`src/rtl/seg_ea_pkg.sv`:
```
package seg_ea_pkg;
  typedef enum logic [1:0] {SEG_ES = 2'd0, SEG_CS = 2'd1, SEG_SS = 2'd2, SEG_DS = 2'd3} seg_id_e;
  typedef enum logic [1:0] {BASE_NONE = 2'd0, BASE_BX = 2'd1, BASE_BP = 2'd2, BASE_RSV = 2'd3} base_sel_e;
  typedef enum logic [1:0] {IDX_NONE = 2'd0, IDX_SI = 2'd1, IDX_DI = 2'd2, IDX_RSV = 2'd3} idx_sel_e;
  typedef enum logic [1:0] {DISP_NONE = 2'd0, DISP_SHORT = 2'd1, DISP_FULL = 2'd2, DISP_RSV = 2'd3} disp_size_e;
  localparam int unsigned NUM_SEG = 4;
endpackage

```
`src/rtl/seg_ea_offset.sv`:
```
module seg_ea_offset
  import seg_ea_pkg::*;
#(
  parameter int unsigned OFF_W        = 16,
  parameter int unsigned DISP_SHORT_W = 8
) (
  input  logic [OFF_W-1:0] bx_i,
  input  logic [OFF_W-1:0] bp_i,
  input  logic [OFF_W-1:0] si_i,
  input  logic [OFF_W-1:0] di_i,
  input  base_sel_e        base_sel_i,
  input  idx_sel_e         idx_sel_i,
  input  disp_size_e       disp_size_i,
  input  logic [OFF_W-1:0] disp_i,
  input  logic             str_dst_i,
  output logic [OFF_W-1:0] offset_o
);
  localparam int unsigned EXT_W = OFF_W - DISP_SHORT_W;

  logic [OFF_W-1:0] base_val, idx_val, disp_val;

  always_comb begin
    unique case (base_sel_i)
      BASE_BX: base_val = bx_i;
      BASE_BP: base_val = bp_i;
      default: base_val = '0;
    endcase
    unique case (idx_sel_i)
      IDX_SI:  idx_val = si_i;
      IDX_DI:  idx_val = di_i;
      default: idx_val = '0;
    endcase
    unique case (disp_size_i)
      DISP_SHORT: disp_val = {{EXT_W{disp_i[DISP_SHORT_W-1]}}, disp_i[DISP_SHORT_W-1:0]};
      DISP_FULL:  disp_val = disp_i;
      default:    disp_val = '0;
    endcase
  end

  // string destination addresses through DI alone
  assign offset_o = str_dst_i ? di_i : OFF_W'(base_val + idx_val + disp_val);
endmodule

```
`src/rtl/seg_ea_segsel.sv`:
```
module seg_ea_segsel
  import seg_ea_pkg::*;
#(
  parameter int unsigned SEG_W = 16
) (
  input  logic [SEG_W-1:0] cs_i,
  input  logic [SEG_W-1:0] ss_i,
  input  logic [SEG_W-1:0] ds_i,
  input  logic [SEG_W-1:0] es_i,
  input  base_sel_e        base_sel_i,
  input  logic             ovr_en_i,
  input  seg_id_e          ovr_seg_i,
  input  logic             str_dst_i,
  output seg_id_e          seg_id_o,
  output logic [SEG_W-1:0] seg_val_o
);
  logic [SEG_W-1:0] seg_bank [NUM_SEG];
  logic [SEG_W-1:0] seg_src  [NUM_SEG];

  assign seg_src[SEG_ES] = es_i;
  assign seg_src[SEG_CS] = cs_i;
  assign seg_src[SEG_SS] = ss_i;
  assign seg_src[SEG_DS] = ds_i;

  for (genvar g = 0; g < NUM_SEG; g++) begin : g_bank
    assign seg_bank[g] = seg_src[g];
  end

  // priority: string destination, then override, then base-derived default
  always_comb begin
    if (str_dst_i)                  seg_id_o = SEG_ES;
    else if (ovr_en_i)              seg_id_o = ovr_seg_i;
    else if (base_sel_i == BASE_BP) seg_id_o = SEG_SS;
    else                            seg_id_o = SEG_DS;
  end

  assign seg_val_o = seg_bank[seg_id_o];
endmodule

```
`src/rtl/seg_ea_phys.sv`:
```
module seg_ea_phys #(
  parameter int unsigned OFF_W     = 16,
  parameter int unsigned SEG_SHIFT = 4
) (
  input  logic [OFF_W-1:0]           seg_val_i,
  input  logic [OFF_W-1:0]           offset_i,
  output logic [OFF_W+SEG_SHIFT-1:0] paddr_o
);
  localparam int unsigned PA_W = OFF_W + SEG_SHIFT;

  logic [PA_W-1:0] seg_base;
  assign seg_base = {seg_val_i, {SEG_SHIFT{1'b0}}};
  assign paddr_o  = seg_base + PA_W'(offset_i);
endmodule

```
`src/rtl/seg_ea_gen.sv`:
```
module seg_ea_gen
  import seg_ea_pkg::*;
#(
  parameter int unsigned OFF_W        = 16,
  parameter int unsigned SEG_SHIFT    = 4,
  parameter int unsigned DISP_SHORT_W = 8,
  localparam int unsigned PA_W        = OFF_W + SEG_SHIFT
) (
  input  logic             clk_i,
  input  logic             rst_ni,
  input  logic             req_i,
  input  logic [OFF_W-1:0] bx_i,
  input  logic [OFF_W-1:0] bp_i,
  input  logic [OFF_W-1:0] si_i,
  input  logic [OFF_W-1:0] di_i,
  input  logic [OFF_W-1:0] cs_i,
  input  logic [OFF_W-1:0] ss_i,
  input  logic [OFF_W-1:0] ds_i,
  input  logic [OFF_W-1:0] es_i,
  input  logic [1:0]       base_sel_i,
  input  logic [1:0]       idx_sel_i,
  input  logic [1:0]       disp_size_i,
  input  logic [OFF_W-1:0] disp_i,
  input  logic             ovr_en_i,
  input  logic [1:0]       ovr_seg_i,
  input  logic             str_dst_i,
  output logic             valid_o,
  output logic [OFF_W-1:0] offset_o,
  output logic [1:0]       seg_id_o,
  output logic [OFF_W-1:0] seg_val_o,
  output logic [PA_W-1:0]  paddr_o
);
  logic [OFF_W-1:0] offset_d, seg_val_d;
  logic [PA_W-1:0]  paddr_d;
  seg_id_e          seg_id_d;

  seg_ea_offset #(.OFF_W(OFF_W), .DISP_SHORT_W(DISP_SHORT_W)) u_offset (
    .bx_i        (bx_i),
    .bp_i        (bp_i),
    .si_i        (si_i),
    .di_i        (di_i),
    .base_sel_i  (base_sel_e'(base_sel_i)),
    .idx_sel_i   (idx_sel_e'(idx_sel_i)),
    .disp_size_i (disp_size_e'(disp_size_i)),
    .disp_i      (disp_i),
    .str_dst_i   (str_dst_i),
    .offset_o    (offset_d)
  );

  seg_ea_segsel #(.SEG_W(OFF_W)) u_segsel (
    .cs_i       (cs_i),
    .ss_i       (ss_i),
    .ds_i       (ds_i),
    .es_i       (es_i),
    .base_sel_i (base_sel_e'(base_sel_i)),
    .ovr_en_i   (ovr_en_i),
    .ovr_seg_i  (seg_id_e'(ovr_seg_i)),
    .str_dst_i  (str_dst_i),
    .seg_id_o   (seg_id_d),
    .seg_val_o  (seg_val_d)
  );

  seg_ea_phys #(.OFF_W(OFF_W), .SEG_SHIFT(SEG_SHIFT)) u_phys (
    .seg_val_i (seg_val_d),
    .offset_i  (offset_d),
    .paddr_o   (paddr_d)
  );

  always_ff @(posedge clk_i or negedge rst_ni) begin
    if (!rst_ni) begin
      valid_o   <= 1'b0;
      offset_o  <= '0;
      seg_id_o  <= '0;
      seg_val_o <= '0;
      paddr_o   <= '0;
    end else begin
      valid_o <= req_i;
      if (req_i) begin
        offset_o  <= offset_d;
        seg_id_o  <= seg_id_d;
        seg_val_o <= seg_val_d;
        paddr_o   <= paddr_d;
      end
    end
  end
endmodule

```
`config.mk`:
```
export PLATFORM = sky130hd
export DESIGN_NAME = seg_ea_gen
export DESIGN_NICKNAME = d
export VERILOG_FILES = /design/src/rtl/seg_ea_pkg.sv /design/src/rtl/seg_ea_offset.sv /design/src/rtl/seg_ea_segsel.sv /design/src/rtl/seg_ea_phys.sv /design/src/rtl/seg_ea_gen.sv
export SDC_FILE = /design/constraint.sdc
export NUM_CORES = 1
export LEC_CHECK = 0
export ABC_CLOCK_PERIOD_IN_PS = 2200
export BUFFER_PORTS_ARGS = -buffer_cell sky130_fd_sc_hd__buf_4
export CAP_MARGIN = 0
export CORE_MARGIN = 2
export CORE_UTILIZATION = 35
export CTS_CLUSTER_DIAMETER = 30
export CTS_CLUSTER_SIZE = 14
export DETAILED_ROUTE_END_ITERATION = 8
export HOLD_SLACK_MARGIN = 0.06
export SLEW_MARGIN = 20
export SYNTH_ARGS = -nofsm -noshare
export SYNTH_HDL_FRONTEND = slang
export SYNTH_HIERARCHICAL = 1
export SYNTH_SLANG_ARGS = --single-unit
```
`constraint.sdc`:
```
create_clock -name clk_i -period 2.2 [get_ports clk_i]
set_clock_uncertainty 0.05 [all_clocks]
set_input_delay 0.11 -clock clk_i [delete_from_list [all_inputs] [get_ports clk_i]]
set_output_delay 0.11 -clock clk_i [all_outputs]
set_load 0.05 [all_outputs]
```
==> impl_metrics.json, run 1 <==
{
  "status": "complete, but fails checks",
  "violations": "negative setup slack",
  "worst_slack_ps": -2120,
  "wl_per_cell_um": 16.8,
  "relSlewSlack": 0.533,
  "htree_levels": 2,
  "cts.sinks": 55,
  "fillers": 1334,
  "grt_max_degree": 56,
  "setup_viol": 32,
  "multi_input_area_um2": 4490,
  "place.port_buffers": 211,
  "area_delta_synth_final_pct": 65.4,
  "drt-initial-drc-count": 206,
  "core_um2": 15700,
  "ant_nets": 0,
  "place_congestion": 0.876,
  "drive_gt1_frac": 0.666,
  "start_util": 0.353,
  "ys_seq_elements": 55,
  "fin_util": 0.584,
  "async_flop_share": 1.00,
  "vias_per_cell": 4.92,
  "die_height_um": 130,
  "synth_ff_type": "dfrtp_1",
  "overflow": 0,
  "required_ps": 2330,
  "hold_class": "in2reg",
  "cts_tree": "built",
  "yosysSeqAreaShare": 0.248,
  "syn_inst": 520,
  "startpoint": "idx_sel_i[0]",
  "dp_hpwl_um": 14200,
  "mostFrequentLayoutCell": "buf_4",
  "crit_path_end_kind": "flip-flop",
  "post-place-ws_ps": -2650,
  "final_cell_mix": "buf_4, dfrtp_1, mux2_4",
  "numCtsBuffers": 5,
  "crit_end": "paddr_o[19]$_DFFE_PN0P_",
  "rsz0062_at_grt": "yes",
  "critPathMaxFanout": 6,
  "drt_pass1_iterations": 4,
  "io_pins": 212,
  "nets": 1047,
  "rr_endpoint": "paddr_o[19]$_DFFE_PN0P_",
  "syn-cell-area_um2": 5550,
  "fin_setup_tns_ps": -36570,
  "maxCapViolCount": 0,
  "grt_usage": 0.203,
  "synth_warnings": 6,
  "num_rows": 46,
  "synth_edf_count": 0,
  "hold_viol": 0,
  "fp.dieW_um": 130,
  "timing.rr.start": "paddr_o[19]$_DFFE_PN0P_",
  "cellPowerDensity_nw_per_um2": 692,
  "max_freq_mhz": 231,
  "die_area_um2": 16900,
  "synth.distinct_cells": 64,
  "clk_pin_slew_ps": 70,
  "worst_pin_slew_ps": 701,
  "syn-num-nets": 726,
  "syn_area_per_cell_um2": 10.7,
  "grt_pass1_vias": 5567,
  "ff_latch_area_um2": 1380,
  "n_antenna_cell": 0,
  "grt_antenna_before_repair": 0,
  "startpoint_type": "input pin",
  "drc": 0,
  "wirelength_um": 17800,
  "p_leak_uw": 0.00436,
  "ir_drop_mv": 0.492,
  "worstPathArrival_ps": 4450,
  "clk-insertion-delay-late_ps": 290,
  "drv_slew": 0,
  "clk_path_buf_depth": 2,
  "rr_worst_depth": 1,
  "num_vias": 5208,
  "fin_crit_sh": 1.96,
  "period_minus_slack_ps": 4320,
  "grt_pass1_wl_um": 27400,
  "root_buffer": "clkbuf_16",
  "ff2ff_setup_slack_ps": 1360,
  "path_class": "in2reg"
}
Yosys cell counts (all sizes together) (3+ instances only):
master	count	area share
a22oi	33	0.045
ha	32	0.072
inv	41	0.028
mux2	57	0.15
a21oi	23	0.028
nand2	36	0.025
dfrtp	55	0.25
nor2b	4	0.0045
buf	21	0.042
nand2b	7	0.0083
a31oi	5	0.0068
clkbuf	10	0.0068
and3	4	0.0045
o211ai	4	0.0054
nand4	4	0.0045
nor2	23	0.016
nor3	5	0.0074
a211oi	3	0.0041
xnor2	15	0.024
xor2	8	0.013
or2	29	0.033
nand3	5	0.0045
mux4	16	0.070
fa	17	0.061
a41oi	3	0.0074
a21o	16	0.022
o21ai	18	0.018
flip-flops by register name (all words and copies together) (netlist names):
name       cells
offset_o      16
seg_id_o       2
paddr_o       20
valid_o        1
seg_val_o     16
report_power, final:
group	switching [µW]	internal (µW)
Combinational	2170	1900
Clock	368	485
Sequential	167	1260
Total	2700	3650
metrics by stage:
| stage | cell area [µm²] | hold WS (ps) | std cells | power, µW |
|---|---|---|---|---|
| CTS | 8670 | 131 | 1050 | 6070 |
| detailed placement | 8220 | 159 | 1025 | 5060 |
| floorplan | 5870 | -236 | 520 | 3770 |
| global placement | 8220 | 149 | 1025 | 5000 |
| finish | 9180 | 143 | 1058 | 6350 |
| global route | 9180 | 144 | 1058 | 6700 |
worst min-delay path by stage:
stage / from / to / slack [ps] / cells past startpoint
CTS: di_i[2] / offset_o[2]$_DFFE_PN0P_ / 130 / 4
finish: di_i[2] / paddr_o[2]$_DFFE_PN0P_ / 140 / 4
global route: di_i[2] / paddr_o[2]$_DFFE_PN0P_ / 140 / 4
detailed placement: rst_ni / paddr_o[16]$_DFFE_PN0P_ / 160 / 1
global placement: rst_ni / paddr_o[16]$_DFFE_PN0P_ / 150 / 1
floorplan: rst_ni / offset_o[0]$_DFFE_PN0P_ / -240 / 0
what timing repair did:
item | CTS | global route
cloned | 0 | 0
gates resized for setup | 40 | 87
hold endpoints to repair | 55 | 0
pin swaps | 35 | 56
endpoints found under the setup margin | 32 | 32
hold buffers | 1 | 0
setup buffers | 17 | 12
final cells by class:
class,instances,area share
multi-input cells,393,0.490
repair buffers,345,0.295
flip-flops and latches,55,0.150
well taps,216,0.0295
inverters,41,0.0181
clock buffers,7,0.0166
clock inverters,1,0.000818
layer usage:
layer | share of wire | vias up | global-route usage | wire length (µm)
met5 | 0 | - | 0 | 0
met4 | 0.021 | 0 | 0.0487 | 381
met3 | 0.054 | 27 | 0.0295 | 961
met2 | 0.52 | 174 | 0.380 | 9190
met1 | 0.41 | 2495 | 0.244 | 7220
li1 | - | 2512 | - | -
logic make-up after synthesis:
family	Yosys count	share of synthesized area
xor gates and xnor gates	23	0.0363
and+or+nand+nor	127	0.125
DFF	55	0.248
adders and majority gates	49	0.134
buffers and inverters	72	0.0760
muxes	73	0.219
AOI/OAI and AO/OA	121	0.162
worst max-delay path, cell delays in order:
cell      delay, ps
buf_6           120
inv_12           50
ha_4            190
a22oi_2          90
or2_4           250
fa_1            500
buf_4           160
fa_2            380
nand2b_4        160
a21oi_4         210
buf_6           150
a31oi_4          70
xor2_1          150
o21ai_2         210
ha_4            240
a211o_1         270
a31oi_2         190
nor3_2           90
nor4b_4         140
or4_1           430
mux2_4          280
Power figures use the tool's default switching activity.
==> run 2, diff against run 1 <==
- CTS_CLUSTER_DIAMETER: 30 -> default
- SYNTH_HIERARCHICAL: 1 -> default
==> run 2 against run 1 <==
Net effect:
- the flow still finishes with violations (negative setup slack)
- power decreased by 7.6%
- sequential power decreased by 10%
- largest cell class unchanged
- fmax decreased by 11%
==> impl_metrics.json, run 2 <==
{
  "status": "complete, but fails checks",
  "violations": "negative setup slack",
  "grt_pass1_vias": 5986,
  "ff2ff_setup_slack_ps": 1270,
  "worst_path_most_repeated_cell": "ha_4",
  "hold_class": "in2reg",
  "cts_tree": "built",
  "io_pins": 212,
  "fp.dieW_um": 125,
  "required_ps": 2350,
  "whs_path_depth": 2,
  "max_freq_mhz": 207,
  "synth_top_area_share": 0.250,
  "ir_drop_mv": 0.365,
  "ff_latch_area_um2": 1280,
  "async_flop_share": 1.00,
  "hold_viol": 0,
  "critPathSlowestCell": "fa_1",
  "yosys-top-cells-area": "dfrtp_1, mux2_2, ha_1",
  "grt_usage": 0.223,
  "num_rows": 44,
  "mostFrequentLayoutCell": "buf_4",
  "die_area_um2": 15500,
  "wl_per_cell_um": 15.7,
  "synth.distinct_cells": 60,
  "period_minus_slack_ps": 4840,
  "synth_warnings": 0,
  "ys_top_cells_by_count": "nand2_1, dfrtp_1, nor2_1, inv_1, mux2_2",
  "path_class": "in2reg",
  "syn_area_per_cell_um2": 8.68,
  "drt-initial-drc-count": 233,
  "clk_pin_slew_ps": 70,
  "root_buffer": "clkbuf_16",
  "hold-path-endpoint": "offset_o[5]$_DFFE_PN0P_",
  "num_vias": 5630,
  "ant_nets": 0,
  "crit_path_end_kind": "flip-flop",
  "hold_start": "req_i",
  "cts.sinks": 51,
  "final_cell_mix": "buf_4, dfrtp_1, nand2_1",
  "drv_slew": 0,
  "start_util": 0.355,
  "drc": 0,
  "startpoint_type": "input pin",
  "n_antenna_cell": 0,
  "die_height_um": 125,
  "grt_max_degree": 52,
  "clk_path_buf_depth": 2,
  "drt_pass1_iterations": 4,
  "area_delta_synth_final_pct": 80.4,
  "worstPathArrival_ps": 4990,
  "slowest_delay_ps": 550,
  "multi_input_area_um2": 4210,
  "rr_endpoint": "paddr_o[8]$_DFFE_PN0P_",
  "syn-cell-area_um2": 5090,
  "fin_setup_tns_ps": -41730,
  "worst_slack_ps": -2640,
  "synth_edf_count": 0,
  "fillers": 1206,
  "synth.most_common_cell": "nand2_1",
  "vias_per_cell": 4.98,
  "timing.rr.start": "paddr_o[8]$_DFFE_PN0P_",
  "top_regs": "offset_o: 16 flops, paddr_o: 16 flops, seg_val_o: 16 flops",
  "wirelength_um": 17800,
  "htree_levels": 2,
  "dp_hpwl_um": 13700,
  "cellPowerDensity_nw_per_um2": 638,
  "startpoint": "base_sel_i[0]",
  "place_congestion": 0.942,
  "synth_ff_type": "dfrtp_1",
  "relSlewSlack": 0.555,
  "drive_gt1_frac": 0.600,
  "grt_antenna_before_repair": 0,
  "yosysSeqAreaShare": 0.250,
  "clk-insertion-delay-late_ps": 290,
  "worst_pin_slew_ps": 668,
  "setup_viol": 29,
  "fin_crit_sh": 2.20,
  "numCtsBuffers": 5,
  "syn-num-nets": 792,
  "ys_seq_elements": 51,
  "core_um2": 14400,
  "grt_pass1_wl_um": 28700,
  "post-place-ws_ps": -3160,
  "synth_top_area_cell": "dfrtp_1",
  "rr_worst_depth": 2,
  "rsz0062_at_grt": "yes",
  "critPathMaxFanout": 4,
  "syn_inst": 587,
  "nets": 1151,
  "overflow": 0,
  "maxCapViolCount": 0,
  "p_leak_uw": 0.00437,
  "place.port_buffers": 211
}
[run 2: cell types whose count changed after synthesis, moves of 5 or more]
cell,change
mux2_2,+32
mux4_2,-9
o21a_1,+5
and2_1,+6
a21oi_1,+16
buf_12,-5
nand2_1,+17
mux4_1,-7
o21ai_0,+20
clkbuf_1,+10
mux2_4,-49
mux2i_1,+21
nor2_1,+27
[run 2: repair_timing]
item | 4_1_cts | 5_1_grt
hold buffers | 1 | 0
endpoints found under the hold margin | 51 | 0
setup buffers | 44 | 10
setup endpoints to repair | 30 | 34
pin swaps | 48 | 55
resized for setup | 95 | 64
[run 2: per-stage QoR]
step | util | cells | cell area [µm²] | hold WS (ps) | power (µW)
3_5_place_dp | 0.554 | 1071 | 7970 | 143 | 4480
2_1_floorplan | - | 587 | 5450 | -236 | 3270
4_1_cts | 0.617 | 1122 | 8870 | 97.2 | 5690
6_report | 0.640 | 1131 | 9190 | 97.7 | 5870
3_3_place_gp | 0.554 | 1071 | 7970 | 135 | 4430
5_1_grt | 0.640 | 1131 | 9190 | 115 | 6180
[run 2: how the worst max path moves through the flow]
stage	to	slack [ps]	cells after the start
final	paddr_o[15]$_DFFE_PN0P_	-2640	27
after global routing	paddr_o[15]$_DFFE_PN0P_	-2930	28
after CTS	paddr_o[15]$_DFFE_PN0P_	-2550	28
after detailed placement	paddr_o[15]$_DFFE_PN0P_	-3160	26
after global placement	paddr_o[15]$_DFFE_PN0P_	-2970	25
after floorplan	paddr_o[15]$_DFFE_PN0P_	-2690	27
[run 2: worst max-delay path, delay by kind of cell]
| family | cells | cell delay, ps |
|---|---|---|
| AO/OA/AOI/OAI | 12 | 2100 |
| adder cells (fa/ha/maj) | 5 | 1460 |
| buffers and inverters | 6 | 540 |
| multiplexers | 1 | 210 |
| AND/OR/NAND/NOR | 3 | 550 |
[run 2: final cells by class]
type,count,share of cell area
inverter,42,0.0204
tap,184,0.0250
timing repair buffer,385,0.339
sequential,51,0.139
clock inverter,2,0.00381
multi-input combinational,461,0.458
clock buffer,6,0.0151
[run 2: routing by layer]
metal  up-vias  global-route usage  routed length, µm
li1       2773                   -                  -
met1      2654               0.273               7550
met2       191               0.409               8980
met3        12              0.0378               1010
met4         0              0.0535                214
met5         -                   0                  0
[run 2: power by group]
part | leakage, µW | total, µW | switching, µW | internal, µW
clock network | 0.0000868 | 910 | 344 | 566
logic | 0.00368 | 3680 | 1990 | 1690
registers | 0.000599 | 1280 | 129 | 1150
total | 0.00437 | 5870 | 2460 | 3400
[run 2: cells by family after synthesis]
group / count (synthesis) / synth area share
multiplexers: 62 / 0.133
adder cells (fa/ha/maj): 48 / 0.143
flip-flops: 51 / 0.250
XOR/XNOR: 20 / 0.0344
buffers and inverters: 75 / 0.0599
AND/OR/NAND/NOR: 171 / 0.165
AO/OA/AOI/OAI: 160 / 0.215
